--- src/rtl/dau_pkg.sv ---
package dau_pkg;

    localparam int AW       = 6;
    localparam int DW       = 16;
    localparam int NAR      = 4;
    localparam int NDR      = 4;
    localparam int IW       = $clog2(NAR);
    localparam int DSTW     = IW + 1;
    localparam int DEPTH    = 1 << AW;
    localparam int SEED_MUL = 37;
    localparam int SEED_ADD = 5;

    typedef enum logic [2:0] {
        OP_NOP  = 3'd0,
        OP_RD1  = 3'd1,
        OP_RD2  = 3'd2,
        OP_WR   = 3'd3,
        OP_ADDA = 3'd4,
        OP_TFR  = 3'd5
    } op_e;

    typedef struct packed {
        logic            vld;
        logic            rd;
        logic            dual;
        logic            wr;
        logic [DSTW-1:0] dp;
        logic [DSTW-1:0] ds;
        logic [AW-1:0]   ap;
        logic [AW-1:0]   as_;
        logic [DW-1:0]   wd;
    } stage_t;

    function automatic logic is_mem(op_e o);
        return (o == OP_RD1) || (o == OP_RD2) || (o == OP_WR);
    endfunction

    function automatic logic uses_p(op_e o);
        return is_mem(o) || (o == OP_ADDA) || (o == OP_TFR);
    endfunction

    function automatic logic uses_s(op_e o);
        return (o == OP_RD2) || (o == OP_ADDA) || (o == OP_TFR);
    endfunction

    function automatic logic loads_ar(stage_t s, logic [IW-1:0] idx);
        logic hit_p;
        logic hit_s;
        hit_p = s.dp[IW] && (s.dp[IW-1:0] == idx);
        hit_s = s.dual && s.ds[IW] && (s.ds[IW-1:0] == idx);
        return s.vld && s.rd && (hit_p || hit_s);
    endfunction

endpackage

--- src/rtl/dau_rf.sv ---
module dau_rf #(
    parameter int W  = 16,
    parameter int N  = 4,
    parameter int IW = 2,
    parameter int NP = 3
) (
    input  logic                 clk,
    input  logic                 rst,
    input  logic [NP-1:0]        we,
    input  logic [NP-1:0][IW-1:0] wi,
    input  logic [NP-1:0][W-1:0] wv,
    output logic [N*W-1:0]       flat
);

    logic [W-1:0] regs [N];

    // Higher-numbered ports win when indices collide.
    always_ff @(posedge clk) begin
        if (rst) begin
            for (int i = 0; i < N; i++) regs[i] <= '0;
        end else begin
            for (int p = 0; p < NP; p++) begin
                if (we[p]) regs[wi[p]] <= wv[p];
            end
        end
    end

    for (genvar g = 0; g < N; g++) begin : g_flat
        assign flat[g*W +: W] = regs[g];
    end

endmodule

--- src/rtl/dau_agu.sv ---
module dau_agu
    import dau_pkg::*;
(
    input  logic              acc,
    input  op_e               op,
    input  logic [IW-1:0]     pa,
    input  logic [IW-1:0]     sa,
    input  logic [AW-1:0]     step,
    input  logic [NAR*AW-1:0] ar_flat,
    output logic [AW-1:0]     addr_p,
    output logic [AW-1:0]     addr_s,
    output logic              upd_en,
    output logic [IW-1:0]     upd_idx,
    output logic [AW-1:0]     upd_val
);

    assign addr_p  = ar_flat[pa*AW +: AW];
    assign addr_s  = ar_flat[sa*AW +: AW];
    assign upd_idx = pa;

    always_comb begin
        upd_en  = 1'b0;
        upd_val = addr_p;
        unique case (op)
            OP_RD1, OP_RD2, OP_WR: begin
                upd_en  = acc;
                upd_val = addr_p + step;
            end
            OP_ADDA: begin
                upd_en  = acc;
                upd_val = addr_s + step;
            end
            OP_TFR: begin
                upd_en  = acc;
                upd_val = addr_s;
            end
            default: ;
        endcase
    end

endmodule

--- src/rtl/dau_mem.sv ---
module dau_mem
    import dau_pkg::*;
#(
    parameter int MAW = AW,
    parameter int MDW = DW
) (
    input  logic           clk,
    input  logic           rst,
    input  logic           re,
    input  logic [MAW-1:0] ra_p,
    input  logic [MAW-1:0] ra_s,
    input  logic           we,
    input  logic [MAW-1:0] wa,
    input  logic [MDW-1:0] wd,
    output logic [MDW-1:0] q_p,
    output logic [MDW-1:0] q_s
);

    localparam int MDEPTH = 1 << MAW;

    logic [MDW-1:0] mem [MDEPTH];

    function automatic logic [MDW-1:0] seed(int a);
        return MDW'(a * SEED_MUL + SEED_ADD);
    endfunction

    always_ff @(posedge clk) begin
        if (rst) begin
            for (int i = 0; i < MDEPTH; i++) mem[i] <= seed(i);
        end else if (we) begin
            mem[wa] <= wd;
        end
    end

    // Write-first: a read latched on the same edge as a write sees the new data.
    always_ff @(posedge clk) begin
        if (rst) begin
            q_p <= '0;
            q_s <= '0;
        end else if (re) begin
            q_p <= (we && (wa == ra_p)) ? wd : mem[ra_p];
            q_s <= (we && (wa == ra_s)) ? wd : mem[ra_s];
        end
    end

endmodule

--- src/rtl/dau_core.sv ---
module dau_core
    import dau_pkg::*;
(
    input  logic              clk,
    input  logic              rst,
    input  logic              req_valid,
    input  logic [2:0]        req_op,
    input  logic [IW-1:0]     req_pa,
    input  logic [IW-1:0]     req_sa,
    input  logic [AW-1:0]     req_step,
    input  logic [DSTW-1:0]   req_dp,
    input  logic [DSTW-1:0]   req_ds,
    input  logic [DW-1:0]     req_wdata,
    output logic              req_ready,
    output logic [AW-1:0]     prim_addr,
    output logic              prim_vld,
    output logic [AW-1:0]     sec_addr,
    output logic              sec_vld,
    output logic [DW-1:0]     rdp_data,
    output logic              rdp_vld,
    output logic [DW-1:0]     rds_data,
    output logic              rds_vld,
    output logic [AW-1:0]     wr_addr,
    output logic [DW-1:0]     wr_data,
    output logic              wr_en,
    output logic [NDR*DW-1:0] dreg_flat,
    output logic [NAR*AW-1:0] areg_flat
);

    op_e            op;
    logic           haz;
    logic           acc;
    logic [AW-1:0]  addr_p;
    logic [AW-1:0]  addr_s;
    logic           upd_en;
    logic [IW-1:0]  upd_idx;
    logic [AW-1:0]  upd_val;
    stage_t         s1n;
    stage_t         s2;
    stage_t         s3;
    logic [DW-1:0]  q_p;
    logic [DW-1:0]  q_s;
    logic           cap_p;
    logic           cap_s;

    assign op = op_e'(req_op);

    // Hold back a request whose address registers an older read will still load.
    always_comb begin
        haz = 1'b0;
        if (uses_p(op) && (loads_ar(s2, req_pa) || loads_ar(s3, req_pa))) haz = 1'b1;
        if (uses_s(op) && (loads_ar(s2, req_sa) || loads_ar(s3, req_sa))) haz = 1'b1;
        haz = haz && req_valid;
    end

    assign acc       = req_valid && !haz;
    assign req_ready = !haz;

    dau_agu u_agu (
        .acc     (acc),
        .op      (op),
        .pa      (req_pa),
        .sa      (req_sa),
        .step    (req_step),
        .ar_flat (areg_flat),
        .addr_p  (addr_p),
        .addr_s  (addr_s),
        .upd_en  (upd_en),
        .upd_idx (upd_idx),
        .upd_val (upd_val)
    );

    // Address stage: build the record that travels with the access.
    always_comb begin
        s1n      = '0;
        s1n.vld  = acc && is_mem(op);
        s1n.rd   = (op == OP_RD1) || (op == OP_RD2);
        s1n.dual = (op == OP_RD2);
        s1n.wr   = (op == OP_WR);
        s1n.dp   = req_dp;
        s1n.ds   = req_ds;
        s1n.ap   = addr_p;
        s1n.as_  = addr_s;
        s1n.wd   = req_wdata;
    end

    assign prim_addr = addr_p;
    assign sec_addr  = addr_s;
    assign prim_vld  = s1n.vld;
    assign sec_vld   = s1n.vld && s1n.dual;

    // Latch stage, then data stage.
    always_ff @(posedge clk) begin
        if (rst) begin
            s2 <= '0;
            s3 <= '0;
        end else begin
            s2 <= s1n;
            s3 <= s2;
        end
    end

    dau_mem u_mem (
        .clk  (clk),
        .rst  (rst),
        .re   (s2.vld && s2.rd),
        .ra_p (s2.ap),
        .ra_s (s2.as_),
        .we   (wr_en),
        .wa   (wr_addr),
        .wd   (wr_data),
        .q_p  (q_p),
        .q_s  (q_s)
    );

    assign rdp_data = q_p;
    assign rds_data = q_s;
    assign cap_p    = s3.vld && s3.rd;
    assign cap_s    = s3.vld && s3.dual;
    assign rdp_vld  = cap_p;
    assign rds_vld  = cap_s;
    assign wr_en    = s3.vld && s3.wr;
    assign wr_addr  = s3.ap;
    assign wr_data  = s3.wd;

    // Port 0: primary capture, port 1: secondary capture, port 2: address-stage update.
    dau_rf #(.W(AW), .N(NAR), .IW(IW), .NP(3)) u_arf (
        .clk  (clk),
        .rst  (rst),
        .we   ({upd_en, cap_s && s3.ds[IW], cap_p && s3.dp[IW]}),
        .wi   ({upd_idx, s3.ds[IW-1:0], s3.dp[IW-1:0]}),
        .wv   ({upd_val, q_s[AW-1:0], q_p[AW-1:0]}),
        .flat (areg_flat)
    );

    dau_rf #(.W(DW), .N(NDR), .IW(IW), .NP(3)) u_drf (
        .clk  (clk),
        .rst  (rst),
        .we   ({1'b0, cap_s && !s3.ds[IW], cap_p && !s3.dp[IW]}),
        .wi   ({{IW{1'b0}}, s3.ds[IW-1:0], s3.dp[IW-1:0]}),
        .wv   ({{DW{1'b0}}, q_s, q_p}),
        .flat (dreg_flat)
    );

endmodule

--- config.mk ---
export PLATFORM = sky130hd
export DESIGN_NAME = dau_core
export DESIGN_NICKNAME = d
export VERILOG_FILES = /design/src/rtl/dau_pkg.sv /design/src/rtl/dau_rf.sv /design/src/rtl/dau_agu.sv /design/src/rtl/dau_mem.sv /design/src/rtl/dau_core.sv
export SDC_FILE = /design/constraint.sdc
export NUM_CORES = 2
export LEC_CHECK = 0
export BUFFER_PORTS_ARGS = -buffer_cell sky130_fd_sc_hd__buf_2
export CORE_UTILIZATION = 50
export CTS_CLUSTER_DIAMETER = 50
export CTS_CLUSTER_SIZE = 25
export DETAILED_ROUTE_END_ITERATION = 12
export PLACE_DENSITY_LB_ADDON = 0.08
export SKIP_CTS_REPAIR_TIMING = 1
export SLEW_MARGIN = 20
export SYNTH_ARGS = -nofsm -noshare
export SYNTH_HDL_FRONTEND = slang
export SYNTH_SLANG_ARGS = --single-unit
--- constraint.sdc ---
create_clock -name clk -period 7.2 [get_ports clk]
set_input_delay 0.72 -clock clk [delete_from_list [all_inputs] [get_ports clk]]
set_output_delay 0.72 -clock clk [all_outputs]
set_load 0.005 [all_outputs]
Word level (Yosys, flattened, before mapping)
Memory sizes are Yosys's and may differ from the RTL's. A register that Yosys moved wholly into a read port is not among the register bits.
Index checks and enable logic that the tools add are counted.
{ "classes": {"addsub": 2, "multipliers": 2, "n_eq_ne": 13, "n_shift": 2, "n_mux": 42, "n_reduce_logical": 51} }
{ "op_table": {"columns": ["operator", "count"], "rows": [
  ["$mux W16", 3],
  ["$reduce_or A16 Y1", 3],
  ["$shiftx A24 B6 Y6", 2],
  ["$mux W1", 29],
  ["$logic_and A1 B1 Y1", 28],
  ["$mux W6", 4],
  ["$pmux W6 S3", 1],
  ["$reduce_or A6 Y1", 3],
  ["$eq A2 B2 Y1", 8],
  ["$add A6 B6 Y6", 2],
  ["$logic_or A1 B1 Y1", 12],
  ["$mux W2", 5],
  ["$mul A2 B2 Y4 const B", 2],
  ["$eq A3 B2 Y1 const B", 2],
  ["$eq A3 B3 Y1 const B", 2],
  ["$reduce_or A5 Y1", 1],
  ["$eq A3 B1 Y1 const B", 1],
  ["$logic_not A1 Y1", 3],
  ["$reduce_or A3 Y1", 1]
]} }
{ "totals": {"reg_bits": 70, "ramBits": 1112, "input_bits": 38, "output_inout_bits": 160, "elab_cells": 132, "memories": 3} }
{ "memory_table": {"columns": ["memory", "depth", "word_bits", "rd", "rd_clocked_by_memory_dff", "write_ports", "line", "text"], "rows": [
  ["u_mem.mem", 64, 16, 2, 2, 64, "dau_mem.sv:21", "logic [MDW-1:0] mem [MDEPTH];"],
  ["u_drf.regs", 4, 16, 4, 0, 4, "dau_rf.sv:15", "logic [W-1:0] regs [N];"],
  ["u_arf.regs", 4, 6, 4, 0, 4, "dau_rf.sv:15", null]
]} }

Depth between registers and ports, before layout
{ "depth": {"depth_word": 17, "depth_mapped": 11, "ltp_nobuf": 9} }

Cells and area by module
A second synthesis with hierarchy kept.
{ "unflattened": {"cells_unflattened": 4640, "area_unflattened_um2": 65270.1} }
{ "modules_own_cells": {"columns": ["mod", "n_inst", "cells_each", "area_each_um2"], "rows": [
  ["dau_mem", 1, 3788, 56889.6],
  ["dau_rf at u_drf", 1, 385, 3603.5],
  ["dau_core", 1, 232, 2407.3],
  ["dau_rf at u_arf", 1, 152, 1537.7],
  ["dau_agu", 1, 83, 832.0]
]} }

Least setup slack after synthesis
No wires, ideal clock.
{ "synth_timing": {"kind": "input port to flip-flop", "from": "input port req_pa[0]", "to": "memory u_arf.regs[0][4] in the netlist's numbering, data pin", "t_arrival_ns": 3.186, "slack_ns": 3.737, "cell_stages": 11, "n_path_buf": 2, "path_cell_list": "buf_4 -> buf_4 -> mux4_2 -> mux2_2 -> ha_1 -> fa_1 -> a21o_1 -> a21oi_1 -> xnor2_1 -> a21oi_1 -> mux2i_1"} }
{ "synth_rtl": {"columns": ["item", "line", "text"], "rows": [
  ["from (decl)", "dau_core.sv:8", "input logic [IW-1:0] req_pa,"],
  ["to (decl)", "dau_rf.sv:15", null]
]} }

==> reports/summary.txt <==
worst-skew pair later-pin latency: 0.80 ns
CP Capture Type: flip-flop
Seq pwr share: 46.8%
GRT Residual Overflow: 0
total wire length: 234.1 mm
post-route setup TNS: 0 ns
fin crit share: 57.08%
PortBufs: 197
Synth cell types: 69
clock root buffer: clkbuf_16
# rows: 131
RSZ-0062 raised after global routing: false
post-synthesis mux area share: 22.22%
fmax: 243.3 MHz
Slew HR: 21.17%
sw frac: 27.23%
drt first-iter violations: 6421
first-pass GRT wire length: 327.1 mm
Fillers: 10191
Post-synth EDFFs: 1112
initial core utilization: 50.36%
Post-Syn Area: 64130 sq um
core box area: 127400 sq um
chip width: 360.1 microns
P_leak: 0.02243 uW
crit-path most repeated cell: buf_4
clk slew on worst S/H paths: 0.07 ns
Crit path max-delay family: buffers and inverters
Pwr Density: 243.3 nW/um^2
HP Class: in -> reg
CTS tree: yes
clock sink total: 1214
net load switching power: 4677 uW
XOR/XNOR Fraction of Synth Area: 0.3824%
antenna viol nets, final: 0
FF+latch count, synth: 1214
first-pass iteration count of the detailed router: 5
clock buffer depth: 3
CP peak stage delay: 0.95 ns
Peak VDD IR: 204.9 uV
CP required: 7.84 ns
Placed Cells incl. Taps: 5843
initial antenna violation count: 22
Die Y: 360.1 microns
worst path cell trace: buf_4 -> buf_4 -> mux4_2 -> mux2i_1 -> nor2_1 -> a2111oi_0 -> a21oi_1
startpoint types: flip-flop
CTS H-tree depth: 4
maximum fanout along the worst path: 34
combinational family with the most area after synthesis: multiplexers
Num CTS Buffers: 140
area grow syn2layout: 10.08%
net count after synthesis: 4444
final std cells w/o fill: 6104
post-synthesis sequential area ratio: 55.25%
maxcap violations: 0
Post-Synthesis Cells: 4400
I/O pins: 198
Overall Global Routing Usage: 36.13%
Slew @ Worst Pin: 1.180 ns
WS Path Type: reg -> reg
DP HPWL: 154.7 mm
DR WL/cell: 38.36 microns
final setup fails: 0
area fraction in compound gates after synthesis: 4.033%
Ys Warns: 0
pin count of the biggest net entering global routing: 92
Avg Synthesized Cell Area: 14.58 sq um
Clock Skew: 0.03979 ns
die area: 129700 sq um
Synth Area in Adders: 0.1288%
Routability Congestion: 1.015
Period minus WS final: 4.110 ns
fraction of layout cells with a size suffix above 1: 28.30%
Via Count: 42406
Clock Power Share: 43.1%
Internal Pwr Total: 12500 uW
Slowest cell on crit path: dfxtp_4
final hold violation count: 0
nets: 4367
max-slew violations: 0
vias in the first global route: 40109
Final Util: 55.43%
WP buf/inv: 2
Simple-Gate Fraction of Synth Area: 14.20%
outcome: finished clean
combinational fraction of design power: 10.1%
Vias/cell: 6.947
DRC: 0
Async SR Flop Fraction: 0%
main flop type after synthesis: edfxtp_1
Arrival @ worst endpoint: 4.75 ns
## power by group through the flow
stage,Combinational [uW],Sequential (uW),Clock (uW)
6_report,1730,8040,7400
5_1_grt,1770,8050,7680
4_1_cts,1700,8030,7430
3_5_place_dp,1700,8180,0
3_3_place_gp,1700,8180,0
2_1_floorplan,1100,8040,0
## worst reg2reg max path, stage by stage, from the launching register on
cell       delay [ns]
dfxtp_4          0.95
buf_4            0.55
buf_4            0.50
mux4_2           0.66
mux2i_1          0.25
nor2_1           0.08
a2111oi_0        0.78
a21oi_1          0.18
## kinds of logic (layout without fill, tap and decap cells)
kind of cell / after synthesis / count (layout)
mux: 724 / 724
simple gates: 1546 / 1546
flops: 1214 / 1214
buf+inv: 525 / 563
fa+ha+maj: 6 / 6
other cells: 0 / 4
xor+xnor: 28 / 28
compound gates: 357 / 357
## synthesized netlist by cell type (all sizes together), types with 20 or more instances
| library cell | n | area, sq um |
|---|---|---|
| edfxtp | 1112 | 33390 |
| and2 | 691 | 4323 |
| mux4 | 553 | 12480 |
| or3 | 356 | 2227 |
| clkbuf | 346 | 1300 |
| nor2 | 178 | 670.7 |
| buf | 175 | 1111 |
| mux2i | 129 | 1291 |
| nor2b | 104 | 650.6 |
| dfxtp | 102 | 2042 |
| a22o | 75 | 656.9 |
| or2 | 68 | 425.4 |
| a21oi | 61 | 309.1 |
| nand2 | 53 | 198.9 |
| a22oi | 47 | 352.8 |
| o21ai | 46 | 234.0 |
| mux2 | 42 | 484.2 |
| nor3 | 33 | 195.2 |
| a211oi | 27 | 207.7 |
| a221oi | 23 | 207.7 |
| o22ai | 20 | 125.1 |
## metrics by stage
stage | hold WS [ns] | worst slack, ns | area, sq um | total power (uW)
floorplan | 0.4138 | 3.737 | 64130 | 9142
global placement | 0.4159 | 2.657 | 65790 | 9880
detailed placement | 0.4235 | 3.082 | 65810 | 9881
CTS | 0.09252 | 3.143 | 70560 | 17160
global route | 0.1124 | 3.022 | 70580 | 17500
finish | 0.1293 | 3.090 | 70590 | 17170
## worst paths after layout
check	from	end	slack [ns]	depth (start not counted)
min	req_wdata[3]	s2[3]	0.13	2
max reg2reg	s2[16]	u_mem.q_s[1]	3.09	7
min reg2reg	s2[8]	wr_data[8]	0.44	1
max	s2[16]	u_mem.q_s[1]	3.09	7
## registers in the layout (all words and copies together), names as in the netlist
name / flops
s2: 38
s3: 10
u_arf.regs: 24
u_drf.regs: 64
u_mem.mem: 1024
u_mem.q_p: 16
u_mem.q_s: 16
wr_addr: 6
wr_data: 16
## cell usage in the layout (no fill, tap or decap), types with 18 or more instances in the layout
master and instances:
edfxtp_1 1112, and2_1 690, mux4_2 547, or3_1 356, buf_2 196, nor2_1 175, clkbuf_16 144, mux2i_1 129
nor2b_1 104, buf_4 93, dfxtp_1 77, a22o_1 75, or2_2 68, a21oi_1 60, a22oi_1 47, nand2_1 47
o21ai_0 45, mux2_2 39, nor3_1 27, a211oi_1 26, inv_6 24, a221oi_1 22, o22ai_1 20, inv_8 18
## per-layer routing
layer / share of wire, % / track usage (%)
met4: 5.5 / 17.30
met2: 45 / 54.19
met3: 12 / 8.837
met1: 38 / 49.58
met5: 0.0056 / 0
## layout make-up
| type | instances | area (sq um) | area share [%] |
|---|---|---|---|
| flip-flops and latches | 1214 | 35490 | 50.27 |
| multi-input cells | 2661 | 26320 | 37.29 |
| clock buffers | 151 | 3640 | 5.156 |
| diodes | 4 | 10.01 | 0.01418 |
| clock inverters | 106 | 1117 | 1.583 |
| well taps | 1662 | 2079 | 2.946 |
| inverters | 4 | 15.01 | 0.02127 |
| repair buffers | 302 | 1921 | 2.721 |
Power figures use the tool's default switching activity.
